--- src/rtl/clk_divsel_pkg.sv ---
package clk_divsel_pkg;

   typedef enum logic [1:0] {
      MODE_RSVD_LO = 2'd0,
      MODE_PASS    = 2'd1,
      MODE_DIVIDE  = 2'd2,
      MODE_RSVD_HI = 2'd3
   } mode_e;

   typedef enum logic [1:0] {
      SRC_OFF  = 2'd0,
      SRC_PASS = 2'd1,
      SRC_DIV  = 2'd2
   } src_e;

endpackage

--- src/rtl/clk_divsel_decode.sv ---
module clk_divsel_decode
   import clk_divsel_pkg::*;
#(
   parameter int CODE_W = 3
) (
   input  logic [1:0]        mode_sel,
   input  logic [CODE_W-1:0] div_code,
   output src_e              src,
   output logic              mode_err
);

   always_comb begin
      src      = SRC_OFF;
      mode_err = 1'b0;
      case (mode_e'(mode_sel))
         MODE_PASS:   src = SRC_PASS;
         MODE_DIVIDE: src = (div_code == '0) ? SRC_PASS : SRC_DIV;
         default: begin
            src      = SRC_OFF;
            mode_err = 1'b1;
         end
      endcase
   end

endmodule

--- src/rtl/clk_divsel_counter.sv ---
module clk_divsel_counter #(
   parameter int CODE_W = 3
) (
   input  logic              clk_in,
   input  logic              rst_n,
   input  logic              run,
   input  logic              restart,
   input  logic              freeze,
   input  logic [CODE_W-1:0] div_code,
   output logic              div_q
);

   localparam int RAT_W = CODE_W + 1;

   logic [CODE_W-1:0] cnt;
   logic [RAT_W-1:0]  ratio;
   logic [RAT_W-1:0]  hi_len;
   logic              at_last;
   logic              in_high;
   logic              hold;

   assign ratio   = {1'b0, div_code} + RAT_W'(1);
   assign hi_len  = (ratio + RAT_W'(1)) >> 1;
   assign at_last = (cnt == div_code);
   assign in_high = ({1'b0, cnt} < hi_len);
   assign hold    = ~run | restart;

   always_ff @(posedge clk_in or negedge rst_n) begin
      if (!rst_n) begin
         cnt   <= '0;
         div_q <= 1'b0;
      end else if (hold) begin
         cnt   <= '0;
         div_q <= 1'b0;
      end else if (!freeze) begin
         div_q <= in_high;
         cnt   <= at_last ? '0 : cnt + CODE_W'(1);
      end
   end

endmodule

--- src/rtl/clk_divsel_gate.sv ---
module clk_divsel_gate
   import clk_divsel_pkg::*;
#(
   parameter int N_OUT = 4
) (
   input  logic             clk_in,
   input  logic             div_q,
   input  src_e             src,
   input  logic [N_OUT-1:0] out_en,
   input  logic             pwr_down,
   output logic [N_OUT-1:0] clk_out
);

   logic sel_clk;

   always_comb begin
      case (src)
         SRC_PASS: sel_clk = clk_in;
         SRC_DIV:  sel_clk = div_q;
         default:  sel_clk = 1'b0;
      endcase
   end

   for (genvar i = 0; i < N_OUT; i++) begin : g_out
      assign clk_out[i] = sel_clk & out_en[i] & ~pwr_down;
   end

endmodule

--- src/rtl/clk_divsel.sv ---
module clk_divsel
   import clk_divsel_pkg::*;
#(
   parameter int N_OUT  = 4,
   parameter int CODE_W = 3
) (
   input  logic              clk_in,
   input  logic              rst_n,
   input  logic [1:0]        mode_sel,
   input  logic [CODE_W-1:0] div_code,
   input  logic              div_rst,
   input  logic              sync_pulse,
   input  logic              sync_en,
   input  logic [N_OUT-1:0]  out_en,
   input  logic              pwr_down,
   output logic [N_OUT-1:0]  clk_out,
   output logic              mode_err
);

   initial begin
      assert (N_OUT >= 1) else $error("N_OUT must be at least 1");
      assert (CODE_W >= 1 && CODE_W <= 8) else $error("CODE_W must be 1 to 8");
   end

   src_e src;
   logic div_active;
   logic restart;
   logic div_q;

   assign div_active = (src == SRC_DIV);
   assign restart    = div_rst | (sync_en & sync_pulse);

   clk_divsel_decode #(.CODE_W(CODE_W)) u_decode (
      .mode_sel (mode_sel),
      .div_code (div_code),
      .src      (src),
      .mode_err (mode_err)
   );

   clk_divsel_counter #(.CODE_W(CODE_W)) u_counter (
      .clk_in   (clk_in),
      .rst_n    (rst_n),
      .run      (div_active),
      .restart  (restart),
      .freeze   (pwr_down),
      .div_code (div_code),
      .div_q    (div_q)
   );

   clk_divsel_gate #(.N_OUT(N_OUT)) u_gate (
      .clk_in   (clk_in),
      .div_q    (div_q),
      .src      (src),
      .out_en   (out_en),
      .pwr_down (pwr_down),
      .clk_out  (clk_out)
   );

endmodule

--- config.mk ---
export PLATFORM = sky130hd
export DESIGN_NAME = clk_divsel
export DESIGN_NICKNAME = d
export VERILOG_FILES = /design/src/rtl/clk_divsel_pkg.sv /design/src/rtl/clk_divsel_decode.sv /design/src/rtl/clk_divsel_counter.sv /design/src/rtl/clk_divsel_gate.sv /design/src/rtl/clk_divsel.sv
export SDC_FILE = /design/constraint.sdc
export NUM_CORES = 1
export LEC_CHECK = 0
export BUFFER_PORTS_ARGS = -buffer_cell sky130_fd_sc_hd__buf_2
export CAP_MARGIN = 20
export CORE_AREA = 2 2 39 41
export CTS_CLUSTER_SIZE = 30
export DETAILED_ROUTE_END_ITERATION = 16
export DIE_AREA = 0 0 41 43
export GPL_ROUTABILITY_DRIVEN = 0
export PLACE_DENSITY = 0.62
export SLEW_MARGIN = 5
export SYNTH_ARGS = -nofsm -noshare
export SYNTH_HDL_FRONTEND = slang
export SYNTH_SLANG_ARGS = --single-unit
--- constraint.sdc ---
create_clock -name clk_in -period 1.1 [get_ports clk_in]
set_input_delay 0.055 -clock clk_in [delete_from_list [all_inputs] [get_ports clk_in]]
set_output_delay 0.055 -clock clk_in [all_outputs]
set_load 0.02 [all_outputs]
==> results.toml, run 1 <==
[placement]
placed_cell_area_um2 = 619
pre_cts_ws_ns = -0.121
port_buffers = 19
dpl.hpwl_um = 968

[die]
dieWidth_um = 41
fp.dieH_um = 43
die_area_mm2 = 0.00176
num_io_pins = 20
fp-row-count = 14
fp.coreArea_mm2 = 0.00138
initial_utilization_pct = 33.7

[clock_network]
cts.sinks = 4
cts_tree = "built"
path_clk_slew_ns = 0.04
insertion_delay_ns = 0.34

[outcome]
outcome = "finished with violations"
violations = "negative setup slack"

[hold_path]
hold_path.class = "input pin to async pin"

[timing]
worst_slew_pin_slew_ns = 0.441
finClkSkew_ns = 0.000956
rsz0062_at_grt = "yes"
fin_crit_sh_pct = 118
setup_viol = 7
max_slew_margin_pct = 69.7
setup_tns_ns = -0.873
clock.fmax_ghz = 0.768
drv_slew = 0
period_needed_ns = 1.30
finalHoldViolCount = 0
whs_ns = 0.0506
fin_ws_ns = -0.201

[route]
ant_nets = 0
initialDrtViolationCount = 11
routedWlPerCell_um = 12.7
drc = 0
drt_wl_total_mm = 1.32
first_pass_iters = 6
vias = 543
avgViaCountPerCell = 5.22

[grt]
grt_pass1_vias = 600
grt_max_degree = 11
grt_overflow_total = 0
antenna_found_initial = 0
grt_first_pass_wirelength_mm = 1.92
grt_usage_pct = 16.4

[pwr]
power_leakage_nw = 0.357
p_int_w = 0.000541
ir_drop_mv = 0.370
pwr-share-clk_pct = 61.9
p_comb_share_pct = 18.9
seq_power_share_pct = 19.3
power_density_mw_per_mm2 = 992
p_sw_w = 0.000246
switching_share_pct = 31.3

[layout]
area_growth_pct = 70.0
drive_above_1_share_pct = 60.2
num-nets-final = 111
diodes = 0
final_cell_mix = "buf_2 (15), buf_4 (8), nand2_1 (7), clkbuf_4 (7), inv_1 (5)"
fillerInstances = 125
postLayoutCoreUtil_pct = 57.3
layout.cells.most_common = "buf_2"
design_area_um2 = 793

[synthesis]
ys_seq_area_share_pct = 21.4
syn-num-nets = 77
yosysWarnings = 0
ys_ff_latch = 4
syn_area_um2 = 467
postSynthCellCount = 56
ys_types = 21
syn_avg_cell_area_um2 = 8.33

[worst_setup_path]
crit_start = "u_counter.div_q"
rr_endpoint = "u_counter.cnt[2]"
worst_path_max_delay_cell = "dfrtp_1"
path_max_fanout = 4
critPathCaptureType = "output port"
r2r_slack_ns = -0.09
critPathRequiredTime_ns = 1.04
max_stage_delay_ns = 0.34
worstSetupStartpointType = "flop"
cp_top_family = "flip-flops"
critical_path_class = "flop to output port"
path_cells = "nor2b_4 -> nand2_1 -> o22ai_1 -> buf_4"
reg2regPathDepth = 4
cp.arrival_ns = 1.25
crit_cells = 4
crit_path_end = "clk_out[0]"
timing.critical_path.buf_inv = 1
r2r_start = "u_counter.cnt[1]"

[flow_run]
drv_cap = 0
## per-stage QoR
stage	std cells	total power [W]
CTS	103	0.000769
floorplan	56	0.000291
detailed placement	95	0.000360
global placement	95	0.000356
finish	104	0.000787
global route	104	0.000829
## layout make-up
| cell class | count | area (um^2) | share of cell area, % |
|---|---|---|---|
| tap | 16 | 20.0 | 2.52 |
| sequential | 4 | 104 | 13.1 |
| clock buffer | 11 | 90.1 | 11.4 |
| multi-input combinational | 46 | 430 | 54.3 |
| inverter | 5 | 18.8 | 2.37 |
| timing repair buffer | 22 | 130 | 16.4 |
## power groups by stage
stage	combinational, W	clock, W	sequential [W]
floorplan	0.0000664	0.0000715	0.000153
global placement	0.000123	0.0000801	0.000153
detailed placement	0.000127	0.0000801	0.000153
CTS	0.000134	0.000484	0.000151
global route	0.000164	0.000513	0.000152
finish	0.000149	0.000487	0.000152
## cell usage after synthesis
master | n | area, um^2
nand2_1 | 8 | 30.0
ha_1 | 6 | 75.1
inv_1 | 5 | 18.8
dfrtp_1 | 4 | 100
nor3_1 | 4 | 20.0
o22ai_1 | 4 | 25.0
xor2_1 | 4 | 35.0
nor2b_1 | 3 | 18.8
nor4_1 | 3 | 18.8
a21oi_1 | 2 | 10.0
mux2i_1 | 2 | 20.0
xnor2_1 | 2 | 17.5
a311oi_2 | 1 | 15.0
buf_2 | 1 | 5.00
nand2b_1 | 1 | 6.26
nand3_2 | 1 | 10.0
nand4_2 | 1 | 12.5
nor2_1 | 1 | 3.75
o21ai_0 | 1 | 5.00
or2b_2 | 1 | 8.76
or3_4 | 1 | 11.3
## state kept, by name, indices dropped and copies added (netlist names)
| name | count |
|---|---|
| u_counter.div_q | 1 |
| u_counter.cnt | 3 |
## worst reg2reg max path: stages (launching register included)
cell and delay, ns:
dfrtp_2 0.46, ha_4 0.19, xnor2_1 0.11, nor4_1 0.22, nor3_1 0.08
## kinds of logic after synthesis
kind of cell,synth area share (%)
mux,4.29
compound gates,11.8
fa+ha+maj,16.1
xor+xnor,11.3
flops,21.4
simple gates,30.0
buf+inv,5.09
## routing by layer
layer / vias to the layer above / part of all wire [%] / GRT usage, %
li1: 262 / - / -
met4: 0 / 4.6 / 22.7
met1: 247 / 37 / 13.9
met5: - / 0 / 0
met2: 26 / 53 / 24.7
met3: 8 / 5.4 / 3.66
## worst min path at each step
stage | from | end | slack, ns | depth (start not counted)
after floorplan | rst_n | u_counter.cnt[0] | -0.24 | 0
after global placement | rst_n | u_counter.cnt[2] | -0.14 | 1
after CTS | rst_n | u_counter.cnt[2] | 0.04 | 2
after detailed placement | rst_n | u_counter.cnt[2] | -0.13 | 1
final | rst_n | u_counter.cnt[2] | 0.05 | 2
after global routing | rst_n | u_counter.cnt[2] | 0.06 | 2
## what timing repair did
item	CTS	global route
endpoints found under the setup margin	6	8
hold endpoints to repair	4	0
hold buffers	1	0
pin swaps	1	2
setup buffers	0	1
cloned	0	0
resized for setup	10	13
(Power assumes the default switching activity.)
==> inputs of run 2 (changes only) <==
--- a/config.mk
+++ b/config.mk
@@ -12,8 +12,9 @@
 export DETAILED_ROUTE_END_ITERATION = 16
 export DIE_AREA = 0 0 41 43
 export GPL_ROUTABILITY_DRIVEN = 0
-export PLACE_DENSITY = 0.62
+export PLACE_DENSITY = 0.64
 export SLEW_MARGIN = 5
 export SYNTH_ARGS = -nofsm -noshare
 export SYNTH_HDL_FRONTEND = slang
+export SYNTH_HIERARCHICAL = 1
 export SYNTH_SLANG_ARGS = --single-unit
==> run 2 against run 1 <==
Effect of this change: the run still ends with negative setup slack left; sequential cell count unchanged; clock skew increased by 0.0025 ns; setup slack got worse by 0.59 ns; die area unchanged; total power increased by 18%; synthesized cell count decreased by 5.4%; fmax decreased by 31%; highest routed layer unchanged; non-clock buffer count increased by 4; hold slack got worse by 0.015 ns; final area increased by 20%; clock power increased by 18%.
==> results.toml, run 2 <==
[route]
vias = 554
initialDrtViolationCount = 13
drt_wl_total_mm = 1.44
first_pass_iters = 4
ant_nets = 0
routedWlPerCell_um = 13.2
drc = 0
avgViaCountPerCell = 5.08

[pwr]
seq_power_share_pct = 16.4
pwr-share-clk_pct = 61.8
power_leakage_nw = 0.455
ir_drop_mv = 0.781
power_density_mw_per_mm2 = 978
p_comb_share_pct = 21.8
p_total_w = 0.000928
switching_share_pct = 29.6
p_sw_w = 0.000274
p_int_w = 0.000653

[layout]
num-nets-final = 118
layout.cells.most_common = "buf_2"
final_cell_mix = "buf_2 (14), buf_4 (13), clkbuf_4 (9)"
top_regs = "u_counter/cnt (3), u_counter/div_q (1)"
drive_above_1_share_pct = 61.3
largest_reg_flops = 3
area_growth_pct = 94.9
top_register = "u_counter/cnt"
diodes = 0

[synthesis]
ys_ff_latch = 4
postSynthCellCount = 53
synth_top_area_cell = "dfrtp_1"
syn_avg_cell_area_um2 = 9.18
synth-async-reset-ratio_pct = 100
synth_top_flop_cell = "dfrtp_1"
syn-num-nets = 76
ys_types = 27
synth_top_area_share_pct = 20.6
synth_edf_count = 0
syn_area_um2 = 487
netlist_top_cells_area = "dfrtp_1 (21%), ha_1 (21%), nor4b_1 (7.2%)"
synth_commonest_cells = "ha_1 (8), inv_1 (8), dfrtp_1 (4), nor4b_1 (4)"
yosysWarnings = 6
ys_seq_area_share_pct = 20.6

[die]
fp-row-count = 14
num_io_pins = 20
initial_utilization_pct = 35.2
fp.dieH_um = 43
die_area_mm2 = 0.00176
fp.coreArea_mm2 = 0.00138
dieWidth_um = 41

[timing]
worst_slew_pin_slew_ns = 0.355
fin_ws_ns = -0.796
fin_crit_sh_pct = 172
max_slew_margin_pct = 76.3
drv_slew = 0
finalHoldViolCount = 0
whs_ns = 0.0361
setup_viol = 12
setup_tns_ns = -4.03
clock.fmax_ghz = 0.527
period_needed_ns = 1.90
finClkSkew_ns = 0.00350
rsz0062_at_grt = "yes"

[worst_setup_path]
worst_path_max_delay_cell = "or4b_4"
cp_top_family = "simple AND/OR/NAND/NOR gates"
critPathCaptureType = "output port"
r2r_start = "u_counter/cnt[1]"
timing.critical_path.buf_inv = 5
critPathRequiredTime_ns = 1.04
crit_start = "mode_sel[0]"
critical_path_class = "input pin to output port"
max_stage_delay_ns = 0.47
cp.arrival_ns = 1.84
path_cells = "buf_12 -> inv_12 -> ha_4 -> or4b_4 -> a21oi_4 -> buf_4 -> ha_4 -> a22oi_2 -> clkbuf_8 -> nor4b_4 -> buf_4"
path_max_fanout = 2
worstSetupStartpointType = "input pin"

[placement]
dpl.hpwl_um = 980
port_buffers = 19

[grt]
grt_overflow_total = 0
grt_first_pass_wirelength_mm = 2.40
antenna_found_initial = 0
grt_max_degree = 15
grt_usage_pct = 22.9
grt_pass1_vias = 659

[outcome]
outcome = "finished with violations"
violations = "negative setup slack"

[clock_network]
cts.sinks = 4
insertion_delay_ns = 0.36
cts_tree = "built"
path_clk_slew_ns = 0.04

[hold_path]
hold_path.class = "input pin to async pin"

[flow_run]
drv_cap = 0
[run 2: cell count changes after synthesis, moves of 3 or more]
| cell | delta |
|---|---|
| o22ai_1 | -4 |
| nor3_1 | -3 |
| inv_1 | +3 |
| nand2_1 | -7 |
| xor2_1 | -3 |
| nor4b_1 | +4 |
[run 2: through the flow]
step,cell area [um^2],instances,utilization (%),setup WS [ns]
final,948,109,68.5,-0.796
after global routing,948,109,68.5,-0.867
after CTS,941,109,68.0,-0.808
after detailed placement,758,94,54.8,-0.825
after global placement,758,94,54.8,-0.815
after floorplan,596,53,-,-0.529
[run 2: logic make-up after synthesis]
| group | synth area share [%] |
|---|---|
| xor gates and xnor gates | 8.48 |
| and+or+nand+nor | 23.6 |
| buffers and inverters | 7.20 |
| AOI/OAI and AO/OA | 19.5 |
| adders and majority gates | 20.6 |
| DFF | 20.6 |
[run 2: repair_timing]
| item | 4_1_cts | 5_1_grt |
|---|---|---|
| setup endpoints to repair | 12 | 12 |
| hold buffers | 1 | 0 |
| pin swaps | 6 | 1 |
| hold endpoints to repair | 4 | 0 |
| gates resized for setup | 16 | 1 |
| setup buffers | 3 | 0 |
[run 2: routing by layer]
metal / up-vias / share of wire, % / GRT usage [%]
met2: 15 / 55 / 30.6
met5: - / 0 / 0
met3: 2 / 6.4 / 20.9
li1: 277 / - / -
met4: 0 / 0.83 / 26.0
met1: 260 / 37 / 16.5
[run 2: layout make-up]
class                           instances  area (um^2)
Inverter                                8         42.5
Tap cell                               16         20.0
Timing Repair Buffer                   26          179
Multi-Input combinational cell         40          482
Sequential cell                         4          100
Fill cell                             123          435
Clock buffer                           15          125
[run 2: final timing paths]
kind	to	cells past startpoint	slack, ns
worst max-delay path	clk_out[2]	11	-0.80
worst min-delay path	u_counter/cnt[1]	2	0.04
worst max register to register	u_counter/cnt[0]	4	-0.09
worst min register to register	u_counter/div_q	1	0.55
max in group asynchronous	u_counter/div_q	2	0.94
min in group clk_in	u_counter/cnt[0]	3	0.12
[run 2: power groups by stage]
stage / clock network, W / registers [W] / logic, W
global placement: 0.0000359 / 0.000154 / 0.000170
detailed placement: 0.0000359 / 0.000154 / 0.000175
floorplan: 0.0000345 / 0.000154 / 0.000100
CTS: 0.000599 / 0.000152 / 0.000198
finish: 0.000573 / 0.000152 / 0.000202
global route: 0.000627 / 0.000153 / 0.000220
[run 2: worst register-to-register path: cells and delay by family (launching register included)]
kind | cells | cell delay (ns)
AOI/OAI and AO/OA | 2 | 0.35
xor gates and xnor gates | 1 | 0.15
buffers and inverters | 1 | 0.16
DFF | 1 | 0.39
==> inputs of run 3 (changes only) <==
--- a/config.mk
+++ b/config.mk
@@ -6,13 +6,12 @@
 export NUM_CORES = 1
 export LEC_CHECK = 0
 export BUFFER_PORTS_ARGS = -buffer_cell sky130_fd_sc_hd__buf_2
-export CAP_MARGIN = 20
 export CORE_AREA = 2 2 39 41
 export CTS_CLUSTER_SIZE = 30
 export DETAILED_ROUTE_END_ITERATION = 16
 export DIE_AREA = 0 0 41 43
 export GPL_ROUTABILITY_DRIVEN = 0
-export PLACE_DENSITY = 0.64
+export PLACE_DENSITY = 0.61
 export SLEW_MARGIN = 5
 export SYNTH_ARGS = -nofsm -noshare
 export SYNTH_HDL_FRONTEND = slang
==> constraint.sdc (replaced) <==
create_clock -name clk_in -period 2.05 [get_ports clk_in]
set_input_delay 0.1025 -clock clk_in [delete_from_list [all_inputs] [get_ports clk_in]]
set_output_delay 0.1025 -clock clk_in [all_outputs]
set_load 0.02 [all_outputs]
==> run 3 against run 2 <==
Effect of this change: total power down 59%; sequential share of layout area increased by 2.6 points; critical path depth shrank 1; the flow now finishes without violations; final area is 20% lower; combinational power fell by 58%; highest routed layer unchanged; setup slack gained 0.87 ns; clock skew down 0.0017 ns; count of clock-buffer cells in the layout decreased by 3; final cell count fell by 10%; non-clock buffer count shrank 8; die area is the same; global-route usage shrank 2.7 points.
==> results.toml, run 3 (synthesized netlist as in run 2, its figures left out) <==
[layout]
largest_reg_flops = 3
layout.cells.most_common = "buf_2"
final_cell_mix = "buf_2 (18), clkbuf_4 (6), inv_1 (6)"
diodes = 0
area_growth_pct = 56.3
postLayoutCoreUtil_pct = 55.0
drive_above_1_share_pct = 53.7
top_register = "u_counter/cnt"
design_area_um2 = 761
num-nets-final = 107
top_regs = "u_counter/cnt (3), u_counter/div_q (1)"

[clock_network]
insertion_delay_ns = 0.34
cts.sinks = 4
cts_tree = "built"
path_clk_slew_ns = 0.04

[timing]
fin_crit_sh_pct = 96.5
period_needed_ns = 1.98
worst_slew_pin_slew_ns = 0.312
clock.fmax_ghz = 0.506
max_slew_margin_pct = 79.0
rsz0062_at_grt = "yes"
finalHoldViolCount = 0
finClkSkew_ns = 0.00176
setup_viol = 0
drv_slew = 0
fin_ws_ns = 0.0725

[placement]
pre_cts_ws_ns = 0.144
placed_cell_area_um2 = 633
port_buffers = 19
dpl.hpwl_um = 919

[worst_setup_path]
critPathCaptureType = "output port"
path_max_fanout = 3
critPathRequiredTime_ns = 1.95
critical_path_class = "input pin to output port"
worstSetupStartpointType = "input pin"
cp.arrival_ns = 1.87

[die]
initial_utilization_pct = 35.2
fp-row-count = 14
dieWidth_um = 41
fp.dieH_um = 43
num_io_pins = 20
die_area_mm2 = 0.00176
fp.coreArea_mm2 = 0.00138

[grt]
grt_usage_pct = 20.2
grt_first_pass_wirelength_mm = 2.15
grt_max_degree = 15
grt_pass1_vias = 541
antenna_found_initial = 0
grt_overflow_total = 0

[route]
drc = 0
vias = 514
ant_nets = 0
avgViaCountPerCell = 5.24
initialDrtViolationCount = 1
routedWlPerCell_um = 12.9
first_pass_iters = 4
drt_wl_total_mm = 1.27

[outcome]
outcome = "complete, no violations"

[pwr]
power_density_mw_per_mm2 = 495
power_leakage_nw = 0.359
ir_drop_mv = 0.515

[hold_path]
hold_path.class = "input pin to async pin"

[flow_run]
drv_cap = 0
run 3: routing by layer:
layer	routed length (um)	vias up	GRT usage, %
met4	8	0	22.7
li1	-	254	-
met2	672	14	23.4
met3	54	2	15.7
met1	532	244	20.0
met5	0	-	0
run 3: metrics by stage:
step	TNS [ns]	power (W)	hold WS [ns]	instances
4_1_cts	0	0.000368	0.0870	97
2_1_floorplan	0	0.000135	-0.193	53
5_1_grt	-0.0393	0.000412	0.0988	98
3_3_place_gp	0	0.000164	-0.0910	88
3_5_place_dp	0	0.000165	-0.0897	88
6_report	0	0.000377	0.0924	98
run 3: final cells by class:
| cell class | instances | area, um^2 |
|---|---|---|
| fillers | 131 | 623 |
| flip-flops and latches | 4 | 100 |
| well taps | 16 | 20.0 |
| clock buffers | 12 | 82.6 |
| inverters | 8 | 30.0 |
| multi-input cells | 40 | 428 |
| repair buffers | 18 | 100 |
run 3: power by group:
part           leakage (nW)  internal (W)  switching (W)  total (W)
Sequential           0.0556     0.0000805     0.00000158  0.0000821
Combinational         0.230     0.0000399      0.0000443  0.0000841
Clock                0.0731      0.000143      0.0000669   0.000210
Total                 0.359      0.000264       0.000113   0.000377
run 3: worst paths after layout:
check	startpoint	to	slack, ns	depth (start not counted)
max	mode_sel[0]	clk_out[1]	0.07	10
min	rst_n	u_counter/cnt[1]	0.09	2
max reg2reg	u_counter/cnt[1]	u_counter/div_q	0.82	4
min reg2reg	u_counter/div_q	u_counter/div_q	0.58	1
max in group asynchronous	rst_n	u_counter/cnt[2]	1.84	2
min in group clk_in	pwr_down	u_counter/cnt[0]	0.17	3
run 3: worst max-delay path, cell delays in order:
cell and delay (ns):
buf_2 0.11, inv_2 0.06, ha_4 0.12, or4b_4 0.47
a21oi_4 0.20, ha_2 0.20, a22oi_2 0.06, buf_4 0.15
nor4b_2 0.21, buf_2 0.20
run 3: timing repair:
action	4_1_cts	5_1_grt
buffers inserted	0	1
endpoints found under the setup margin	4	8
gates resized for setup	0	12
hold endpoints to repair	4	0
pin swaps	1	3
hold buffers	1	0
